==> config.mk <==
export PLATFORM = sky130hd
export DESIGN_NAME = csr_access_check
export DESIGN_NICKNAME = d
export VERILOG_FILES = /design/src/rtl/csr_chk_pkg.sv /design/src/rtl/csr_rmw_merge.sv /design/src/rtl/csr_priv_gate.sv /design/src/rtl/csr_ctr_gate.sv /design/src/rtl/csr_access_check.sv
export SDC_FILE = /design/constraint.sdc
export NUM_CORES = 1
export LEC_CHECK = 0
export ABC_AREA = 0
export BUFFER_PORTS_ARGS = -buffer_cell sky130_fd_sc_hd__buf_4
export CAP_MARGIN = 40
export CORE_AREA = 2 2 84 86
export DETAILED_ROUTE_END_ITERATION = 7
export DIE_AREA = 0 0 86 88
export GPL_TIMING_DRIVEN = 0
export PLACE_DENSITY = 0.82
export RECOVER_POWER = 25
export SYNTH_ARGS = -nofsm -noshare
export SYNTH_HDL_FRONTEND = slang
export SYNTH_SLANG_ARGS = --single-unit
==> constraint.sdc <==
create_clock -name vclk -period 5.7
set_clock_uncertainty 0.15 [all_clocks]
set_input_delay 0.57 -clock vclk [all_inputs]
set_output_delay 0.57 -clock vclk [all_outputs]
set_load 0.1 [all_outputs]
==> src/rtl/csr_chk_pkg.sv <==
package csr_chk_pkg;
    typedef enum logic [1:0] {
        OP_READ  = 2'd0,
        OP_WRITE = 2'd1,
        OP_SET   = 2'd2,
        OP_CLEAR = 2'd3
    } csr_op_e;

    localparam logic [1:0] PRIV_U = 2'd0;
    localparam logic [1:0] PRIV_S = 2'd1;
    localparam logic [1:0] PRIV_M = 2'd3;
    localparam int unsigned CTR_W   = 32;
    localparam int unsigned CTR_SEL = $clog2(CTR_W);
endpackage

==> src/rtl/csr_rmw_merge.sv <==
module csr_rmw_merge #(
    parameter int unsigned XLEN = 32
) (
    input  csr_chk_pkg::csr_op_e op,
    input  logic [XLEN-1:0]      operand,
    input  logic [XLEN-1:0]      old_val,
    output logic [XLEN-1:0]      new_val,
    output logic                 mask_nz
);
    logic [XLEN-1:0] val, mask;

    always_comb begin
        unique case (op)
            csr_chk_pkg::OP_WRITE: begin val = operand;   mask = '1;      end
            csr_chk_pkg::OP_SET:   begin val = '1;        mask = operand; end
            csr_chk_pkg::OP_CLEAR: begin val = '0;        mask = operand; end
            default:               begin val = '0;        mask = '0;      end
        endcase
    end

    assign new_val = (old_val & ~mask) | (val & mask);
    assign mask_nz = |mask;
endmodule

==> src/rtl/csr_priv_gate.sv <==
module csr_priv_gate #(
    parameter int unsigned AW = 12
) (
    input  logic [AW-1:0] addr,
    input  logic [1:0]    priv_lvl,
    input  logic          virt_on,
    input  logic          hyp_present,
    input  logic          dbg_access,
    input  logic          mask_nz,
    output logic          deny
);
    logic       host_mode;
    logic [2:0] eff_priv;
    logic [1:0] min_priv;
    logic       ro_addr;

    assign host_mode = hyp_present && (priv_lvl == csr_chk_pkg::PRIV_S) && !virt_on;
    assign eff_priv  = {1'b0, priv_lvl} + {2'b00, host_mode};
    assign min_priv  = addr[AW-3:AW-4];
    assign ro_addr   = (addr[AW-1:AW-2] == 2'b11);
    assign deny      = (ro_addr && mask_nz) ||
                       (!dbg_access && (eff_priv < {1'b0, min_priv}));
endmodule

==> src/rtl/csr_ctr_gate.sv <==
module csr_ctr_gate #(
    parameter int unsigned AW = 12
) (
    input  logic [AW-1:0]                  addr,
    input  logic [1:0]                     priv_lvl,
    input  logic [csr_chk_pkg::CTR_W-1:0]  m_ctr_en,
    input  logic [csr_chk_pkg::CTR_W-1:0]  s_ctr_en,
    output logic                           allow
);
    localparam int unsigned SW = csr_chk_pkg::CTR_SEL;
    logic                          is_ctr;
    logic [csr_chk_pkg::CTR_W-1:0] word;

    assign is_ctr = (addr[AW-1:AW-4] == 4'hC) && (addr[SW+1:SW] == 2'b00);

    always_comb begin
        word = '1;
        if (priv_lvl < csr_chk_pkg::PRIV_M) word = word & m_ctr_en;
        if (priv_lvl < csr_chk_pkg::PRIV_S) word = word & s_ctr_en;
    end

    assign allow = !is_ctr || word[addr[SW-1:0]];
endmodule

==> src/rtl/csr_access_check.sv <==
module csr_access_check #(
    parameter int unsigned XLEN = 32
) (
    input  logic [11:0]     addr,
    input  logic [1:0]      priv_lvl,
    input  logic            virt_on,
    input  logic            hyp_present,
    input  logic            dbg_access,
    input  logic [1:0]      op,
    input  logic [XLEN-1:0] operand,
    input  logic [XLEN-1:0] old_val,
    input  logic [31:0]     m_ctr_en,
    input  logic [31:0]     s_ctr_en,
    output logic [XLEN-1:0] rd_val,
    output logic [XLEN-1:0] new_val,
    output logic            wr_en,
    output logic            illegal,
    output logic            ctr_allow
);
    logic mask_nz, deny;

    csr_rmw_merge #(.XLEN(XLEN)) u_merge (
        .op(csr_chk_pkg::csr_op_e'(op)), .operand(operand), .old_val(old_val),
        .new_val(new_val), .mask_nz(mask_nz)
    );

    csr_priv_gate #(.AW(12)) u_priv (
        .addr(addr), .priv_lvl(priv_lvl), .virt_on(virt_on),
        .hyp_present(hyp_present), .dbg_access(dbg_access),
        .mask_nz(mask_nz), .deny(deny)
    );

    csr_ctr_gate #(.AW(12)) u_ctr (
        .addr(addr), .priv_lvl(priv_lvl), .m_ctr_en(m_ctr_en),
        .s_ctr_en(s_ctr_en), .allow(ctr_allow)
    );

    assign illegal = deny || !ctr_allow;
    assign wr_en   = mask_nz && !illegal;
    assign rd_val  = old_val;
endmodule

* Word-level counts from Yosys, hierarchy flattened
Index checks and enable logic that the tools add are counted.
Cells by class: add/sub/neg operators 1, $lt $le $gt $ge 4, divide/modulo/power cells 0, equality and inequality tests 6, shift-type cells 0, multiply operators 0, reductions and logical operators 17, bitwise operators 5, mux-type cells 6
Operators by type and width (count):
- 32-bit one-hot mux with 2 select lines | 2
- 32-bit AND | 3
- 32-bit 2-to-1 mux | 2
- 32-bit NOT | 1
- 32-bit bitwise OR | 1
- 32-bit OR reduction | 1
- 2-bit equality test, second input constant | 3
- 1-bit logical AND | 6
- 5-bit by 6-bit < comparator with 1-bit output, second input constant | 1
- 1-bit binary-select mux with 5-bit select | 1
- 1-bit logical NOT | 5
- 2-bit by 1-bit equality test with 1-bit output, second input constant | 2
- 4-bit equality test, second input constant | 1
- 2-bit by 1-bit adder with 3-bit output | 1
- 1-bit logical OR | 3
- 3-bit by 2-bit < comparator with 1-bit output | 1
- 2-bit logical NOT | 1
- 2-bit by 1-bit < comparator with 1-bit output, second input constant | 1
- 2-bit < comparator, second input constant | 1
- 2-bit OR reduction | 1
- 1-bit 2-to-1 mux | 1
Storage, ports and cells: memories 0, memory bits (read-only) 0, bits of input ports 147, bits in registers 0, output and inout bits 67, latch bits 0, RAM bits 0

* Longest topological paths before layout
Gate-level depths: netlist (run 1).
depth after elaboration 11, mapped depth 10, gate-level depth less buffers 8

* Modules after synthesis
Synthesis (run 1) repeated with hierarchy kept, for this count alone.
Unflattened totals: cell total of the unflattened synthesis 327, area, all modules 2449.8 µm²
Modules (own cells, without submodules):
- csr_rmw_merge | seq. area each 0.0 µm², instances 1, cells each 163, area each 1312.5 µm²
- csr_ctr_gate | seq. area each 0.0 µm², instances 1, cells each 119, area each 792.0 µm²
- csr_access_check | seq. area each 0.0 µm², instances 1, cells each 34, area each 255.2 µm²
- csr_priv_gate | seq. area each 0.0 µm², instances 1, cells each 11, area each 90.1 µm²

* Least setup slack after synthesis (run 1)
Ideal clock, no wire load.
kind input -> output, start point in priv_lvl[0], end point out wr_en, cell stages on the path 9, buffers on the path 2, arrival 4.358 ns, setup slack 0.622 ns, cells stage by stage buf_2 > clkbuf_1 > nor4bb_1 > ha_1 > inv_1 > fa_1 > a211oi_1 > nor3b_1 > nor3b_1
Between the ends: longest elaborated chain between the ends 11, elaborated cells between the ends (all ways) 19, those cells by class add/sub: 1; order compare: 3; eq/ne: 1; mux: 4; bitwise: 1; reduce/logical: 9
Ends and longest elaborated chain:
- start: declaration | line csr_access_check.sv:5 | input logic [1:0] priv_lvl,
- 2-bit < comparator | line csr_ctr_gate.sv:18 | if (priv_lvl < csr_chk_pkg::PRIV_M) word = word & m_ctr_en;
- 32-bit 2-to-1 mux | line csr_ctr_gate.sv:18
- 32-bit AND | line csr_ctr_gate.sv:19 | if (priv_lvl < csr_chk_pkg::PRIV_S) word = word & s_ctr_en;
- 32-bit 2-to-1 mux | line csr_ctr_gate.sv:19
- 1-bit binary-select mux with 5-bit select | line csr_ctr_gate.sv:22 | assign allow = !is_ctr || word[addr[SW-1:0]];
- 1-bit 2-to-1 mux (implied by the code) | line csr_ctr_gate.sv:22
- 1-bit logical OR | line csr_ctr_gate.sv:22
- 1-bit logical NOT | line csr_access_check.sv:38 | assign illegal = deny || !ctr_allow;
- 1-bit logical OR * | line csr_access_check.sv:38
- 1-bit logical NOT * | line csr_access_check.sv:39 | assign wr_en = mask_nz && !illegal;
- 1-bit logical AND * | line csr_access_check.sv:39
- end: declaration | line csr_access_check.sv:16 | output logic wr_en,
Mark *: on every way between the ends. The rest lies on a longest branch, timed or not. The select of a mux whose other input is x is not followed.

* Worst setup path after layout (run 1)
start point in priv_lvl[0], end point out illegal
Between the ends: longest elaborated chain between the ends 9, elaborated cells between the ends (all ways) 17, those cells by class add/sub: 1; order compare: 3; eq/ne: 1; mux: 4; bitwise: 1; reduce/logical: 7
Ends and longest elaborated chain:
- 2-bit < comparator | line csr_ctr_gate.sv:18
- 32-bit 2-to-1 mux | line csr_ctr_gate.sv:18
- 32-bit AND | line csr_ctr_gate.sv:19
- 32-bit 2-to-1 mux | line csr_ctr_gate.sv:19
- 1-bit binary-select mux with 5-bit select | line csr_ctr_gate.sv:22
- 1-bit 2-to-1 mux (implied by the code) | line csr_ctr_gate.sv:22
- 1-bit logical OR | line csr_ctr_gate.sv:22
- 1-bit logical NOT | line csr_access_check.sv:38
- 1-bit logical OR * | line csr_access_check.sv:38
- end: declaration | line csr_access_check.sv:17 | output logic illegal,
Marked as above.

==> impl_metrics.py, run 1 <==
metrics = {
    "global_routing": {
        "first_global_vias": 3242,
        "grt_pass1_wl_mm": 14.77,
        "grt_usage_pct": 23.72,
        "grt_antenna_before_repair": 0,
        "overflow": 0,
        "grt_max_degree": 11,
    },
    "synth": {
        "synth_area_leaders": "a21oi_1 18%, buf_4 12%, o31ai_1 12%, nand2_1 6.4%, o221ai_1 5.1%",
        "synth_area_sq_mm": 0.002046,
        "syn-num-nets": 483,
        "yosys.area.top_type_share_pct": 18.35,
        "synth_top_cell_by_area": "a21oi_1",
        "synth_compound_area_share_pct": 57.06,
        "avgSynthCellArea_sq_um": 6.180,
        "yosys.area_share.simple_pct": 18.35,
        "synth_adder_area_share_pct": 3.425,
        "synthTopCellsByCount": "75 x a21oi_1, 35 x nand2_1, 32 x buf_4, 32 x o31ai_1, 19 x clkbuf_1",
        "ys_seq_area_share_pct": 0,
        "yosysUniqueCellTypes": 38,
        "muxShareOfSynthArea_pct": 0,
        "synth_top_family_by_area": "compound AO/OA/AOI/OAI gates",
        "synthXorXnorAreaFrac_pct": 0,
        "syn-instance-count": 331,
        "yosysMostFrequentCell": "a21oi_1",
        "ys_warn_count": 0,
    },
    "final_layout": {
        "regArea_sq_um": 0,
        "multi_input_area_sq_mm": 0.001613,
        "design.seq.count": 0,
        "fin_cells": 623,
        "drive_above_1_share_pct": 44.20,
        "syn2layout_area_growth_pct": 79.76,
        "final_util_pct": 55.35,
        "fill_cells": 672,
        "final_nets": 697,
        "antennaDiodeCount": 0,
        "n_clock_buffer": 0,
    },
    "power_and_ir_drop": {
        "pwr-share-clk_pct": 0,
        "pwr-share-seq_pct": 0,
        "ir_worst_vdd_uv": 46.28,
        "power_density_mw_per_mm2": 152.3,
        "leakagePower_nw": 1.735,
        "p_switching_mw": 0.3935,
        "p_comb_share_pct": 100.0,
        "finalPower_mw": 0.5599,
        "netSwitchingFraction_pct": 70.28,
        "internal-power_mw": 0.1664,
    },
    "placement": {
        "place_congestion": 0.9318,
        "dp_hpwl_mm": 8.728,
        "dp_slack_ns": 1.574,
        "placedCellCount": 623,
        "numPortBuffers": 212,
    },
    "floorplan": {
        "num_io_pins": 214,
        "die_y_um": 88,
        "num_rows": 30,
        "core_area_sq_mm": 0.006644,
        "die_area_sq_mm": 0.007568,
        "fp.dieW_um": 86,
        "initial_utilization_pct": 30.79,
    },
    "timing": {
        "slew_viol_final": 0,
        "grt_setup_unrepaired": "false",
        "tightest_slew_ns": 1.215,
        "setup_viol": 0,
        "setup_ws_ns": 1.613,
        "hold_viol": 0,
        "fin_crit_sh_pct": 71.71,
        "setup_tns_ns": 0,
        "period_minus_slack_ns": 4.087,
        "fmax_mhz": 244.7,
        "max-slew-margin-rel_pct": 19.34,
    },
    "cts": {
        "postCtsHoldBufs": 0,
        "cts_resized": 0,
        "postCtsSetupBuffers": 0,
    },
    "critical_path": {
        "cp_max_fo": 10,
        "worstPathArrival_ns": 3.37,
        "startpoint_type": "primary input",
        "endpoint_kind": "primary output",
        "required_ns": 4.98,
        "critPathKind": "primary input to primary output",
    },
    "job": {
        "maxCapViolations": 0,
    },
    "run_status": {
        "status": "complete, no violations",
    },
    "routing": {
        "final_antenna_net_count": 0,
        "dr.pass1.iters": 4,
        "wl_per_cell_um": 16.52,
        "num_vias": 3470,
        "drt-initial-drc-count": 133,
        "routed_wl_mm": 10.29,
        "drc": 0,
        "vias_per_cell": 5.570,
    },
    "hold_path": {
        "hp-class": "primary input to primary output",
    },
}
==> cell usage in the layout (no fill, tap or decap) <==
| master | count |
|---|---|
| o211ai_1 | 3 |
| nor3b_1 | 2 |
| a221oi_1 | 2 |
| nor4b_1 | 1 |
| nand4_1 | 1 |
| nor2b_1 | 5 |
| buf_4 | 228 |
| o32a_1 | 1 |
| and4b_1 | 1 |
| buf_1 | 1 |
| ha_1 | 4 |
| and2_1 | 2 |
| o41ai_2 | 1 |
| a211oi_1 | 1 |
| nand3_1 | 2 |
| buf_2 | 7 |
| o221ai_1 | 12 |
| fa_1 | 1 |
| clkbuf_1 | 35 |
| nand2_1 | 35 |
| a21oi_1 | 75 |
| nor3_1 | 3 |
| o2111ai_1 | 3 |
| o31ai_1 | 32 |
| a21o_1 | 6 |
| nor2b_4 | 1 |
| o2111a_1 | 3 |
| nor4bb_1 | 1 |
| nor2_1 | 8 |
| o21a_1 | 13 |
| nor4_1 | 7 |
| or3_1 | 6 |
| o21ai_0 | 12 |
| o21bai_1 | 2 |
| buf_6 | 3 |
| inv_1 | 13 |
| a221o_1 | 6 |
| a2111oi_0 | 4 |
==> power by group through the flow <==
| stage | registers, mW | clock network, mW | logic, mW |
|---|---|---|---|
| floorplan | 0 | 0 | 0.387 |
| global placement | 0 | 0 | 0.558 |
| finish | 0 | 0 | 0.560 |
| global route | 0 | 0 | 0.583 |
| CTS | 0 | 0 | 0.563 |
| detailed placement | 0 | 0 | 0.563 |
==> per-stage QoR <==
stage / hold slack, ns / instance area (sq um)
after floorplan: 1.202 / 2046
after global placement: 1.429 / 3737
after detailed placement: 1.433 / 3737
after CTS: 1.433 / 3737
after global routing: 1.447 / 3677
final: 1.430 / 3677
==> final cells by class <==
cell class,instances,share of cell area [%]
multi-input cells,256,43.86
repair buffers,212,41.65
plain buffers,62,10.45
well taps,80,2.722
inverters,13,1.327
==> logic make-up (layout without fill, tap and decap cells) <==
family / after synthesis / in the layout
compound gates: 176 / 176
buf+inv: 75 / 287
simple gates: 75 / 75
fa+ha+maj: 5 / 5
==> final timing paths <==
check	start	to	slack [ns]	cells past startpoint
max	priv_lvl[0]	illegal	1.61	12
min	old_val[27]	new_val[27]	1.43	4
==> worst max-delay path, stage by stage <==
cell and delay [ns]:
buf_4 0.11, buf_2 0.24, clkbuf_1 0.37, nor4bb_1 0.37, ha_1 0.24, inv_1 0.06
fa_1 0.49, a211oi_1 0.05, nor3b_1 0.29, a21oi_1 0.09, o211ai_1 0.14, buf_4 0.34
==> per-layer routing <==
metal | up-vias | wire (um) | GRT usage [%]
met3 | 18 | 999 | 3.393
met2 | 202 | 5437 | 49.12
met4 | 0 | 189 | 4.473
met1 | 1583 | 3662 | 25.14
met5 | - | 0 | 0
li1 | 1667 | - | -
Power figures use the tool's default switching activity.
==> inputs of run 2 (changes only) <==
--- a/config.mk
+++ b/config.mk
@@ -8,11 +8,11 @@
 export ABC_AREA = 0
 export BUFFER_PORTS_ARGS = -buffer_cell sky130_fd_sc_hd__buf_4
 export CAP_MARGIN = 40
-export CORE_AREA = 2 2 84 86
+export CORE_AREA = 2 2 83 85
 export DETAILED_ROUTE_END_ITERATION = 7
-export DIE_AREA = 0 0 86 88
+export DIE_AREA = 0 0 85 87
 export GPL_TIMING_DRIVEN = 0
-export PLACE_DENSITY = 0.82
+export PLACE_DENSITY = 0.86
 export RECOVER_POWER = 25
 export SYNTH_ARGS = -nofsm -noshare
 export SYNTH_HDL_FRONTEND = slang
==> constraint.sdc (replaced) <==
create_clock -name vclk -period 3.5
set_clock_uncertainty 0.15 [all_clocks]
set_input_delay 0.35 -clock vclk [all_inputs]
set_output_delay 0.35 -clock vclk [all_outputs]
set_load 0.1 [all_outputs]
==> impl_metrics.py, run 2 (synthesis gave the netlist of run 1 again) <==
metrics = {
    "run_status": {
        "status": "complete, no violations",
    },
    "job": {
        "maxCapViolations": 0,
    },
    "routing": {
        "final_antenna_net_count": 0,
        "routed_wl_mm": 10.05,
        "drt-initial-drc-count": 118,
        "vias_per_cell": 5.663,
        "num_vias": 3517,
        "dr.pass1.iters": 5,
        "drc": 0,
        "wl_per_cell_um": 16.18,
    },
    "floorplan": {
        "core_area_sq_mm": 0.006569,
        "num_io_pins": 214,
        "initial_utilization_pct": 31.14,
        "die_y_um": 87,
        "fp.dieW_um": 85,
        "num_rows": 30,
        "die_area_sq_mm": 0.007395,
    },
    "timing": {
        "setup_viol": 0,
        "max-slew-margin-rel_pct": 19.90,
        "slew_viol_final": 0,
        "fmax_mhz": 319.6,
        "hold_viol": 0,
        "setup_tns_ns": 0,
        "whs_ns": 0.9955,
        "fin_crit_sh_pct": 89.39,
        "tightest_slew_ns": 1.207,
        "period_minus_slack_ns": 3.129,
        "setup_ws_ns": 0.3714,
        "grt_setup_unrepaired": "false",
    },
    "critical_path": {
        "required_ns": 3.00,
        "cp_max_fo": 19,
        "max_stage_delay_ns": 0.43,
        "path_cells": "buf_4 > buf_2 > nor4bb_4 > ha_1 > inv_1 > fa_1 > a211oi_1 > nor3b_2 > a21oi_1 > o211ai_1 > buf_6",
        "worst-path-stages": 11,
        "path_delay_family": "buffers and inverters",
        "worstPathArrival_ns": 2.63,
        "critPathKind": "primary input to primary output",
        "crit_slowest_cell": "fa_1",
        "crit_buf_inv": 4,
        "endpoint_kind": "primary output",
        "startpoint_type": "primary input",
    },
    "global_routing": {
        "overflow": 0,
        "grt_usage_pct": 24.43,
        "grt_antenna_before_repair": 0,
        "first_global_vias": 3368,
        "grt_max_degree": 20,
        "grt_pass1_wl_mm": 15.11,
    },
    "final_layout": {
        "final_cell_mix": "226 x buf_4, 75 x a21oi_1, 35 x nand2_1, 33 x clkbuf_1, 32 x o31ai_2",
        "regArea_sq_um": 0,
        "syn2layout_area_growth_pct": 88.93,
        "fill_cells": 613,
        "drive_above_1_share_pct": 50.83,
        "layout_commonest_cell": "buf_4",
        "final_nets": 695,
        "antennaDiodeCount": 0,
        "final_util_pct": 58.84,
        "design.seq.count": 0,
        "multi_input_area_sq_mm": 0.001798,
        "n_clock_buffer": 0,
    },
    "placement": {
        "numPortBuffers": 212,
        "dp_slack_ns": -0.1853,
        "dp_hpwl_mm": 8.523,
        "place_congestion": 0.9873,
    },
    "hold_path": {
        "whs_path_depth": 3,
        "hp-class": "primary input to primary output",
    },
    "power_and_ir_drop": {
        "ir_worst_vdd_uv": 232.5,
        "leakagePower_nw": 1.799,
        "power_density_mw_per_mm2": 244.7,
    },
    "cts": {
        "postCtsHoldBufs": 0,
    },
}
-- run 2: cell type report --
type               count  share of cell area (%)
multi-input cells    256                   46.52
plain buffers         60                   9.809
inverters             13                   1.263
well taps             80                   2.590
repair buffers       212                   39.82
-- run 2: layer usage --
metal / GRT usage [%] / up-vias / share of wire (%)
met5: 0 / - / 0
met4: 6.782 / 0 / 2.3
met3: 3.412 / 26 / 11
met2: 49.79 / 230 / 53
met1: 25.66 / 1597 / 34
li1: - / 1664 / -
-- run 2: stage by stage --
step                area (sq um)  instances  power [mW]
floorplan                   2211        331      0.6625
global placement            3902        623      0.9380
detailed placement          3902        623      0.9456
CTS                         3918        622      0.9505
global route                3865        621      0.9849
finish                      3865        621      0.9456
-- run 2: worst paths after layout --
path                   startpoint         end
worst max-delay path  priv_lvl[0]     illegal
worst min-delay path  old_val[15]  rd_val[15]
-- run 2: power by group --
group	switching [mW]	internal (mW)
registers	0	0
logic	0.661	0.285
clock network	0	0
total	0.661	0.285
-- run 2: timing repair --
item / in CTS / in global routing
buffers inserted: 0 / 0
resized for setup: 4 / 2
setup endpoints to repair: 2 / 2
cloned: 0 / 0
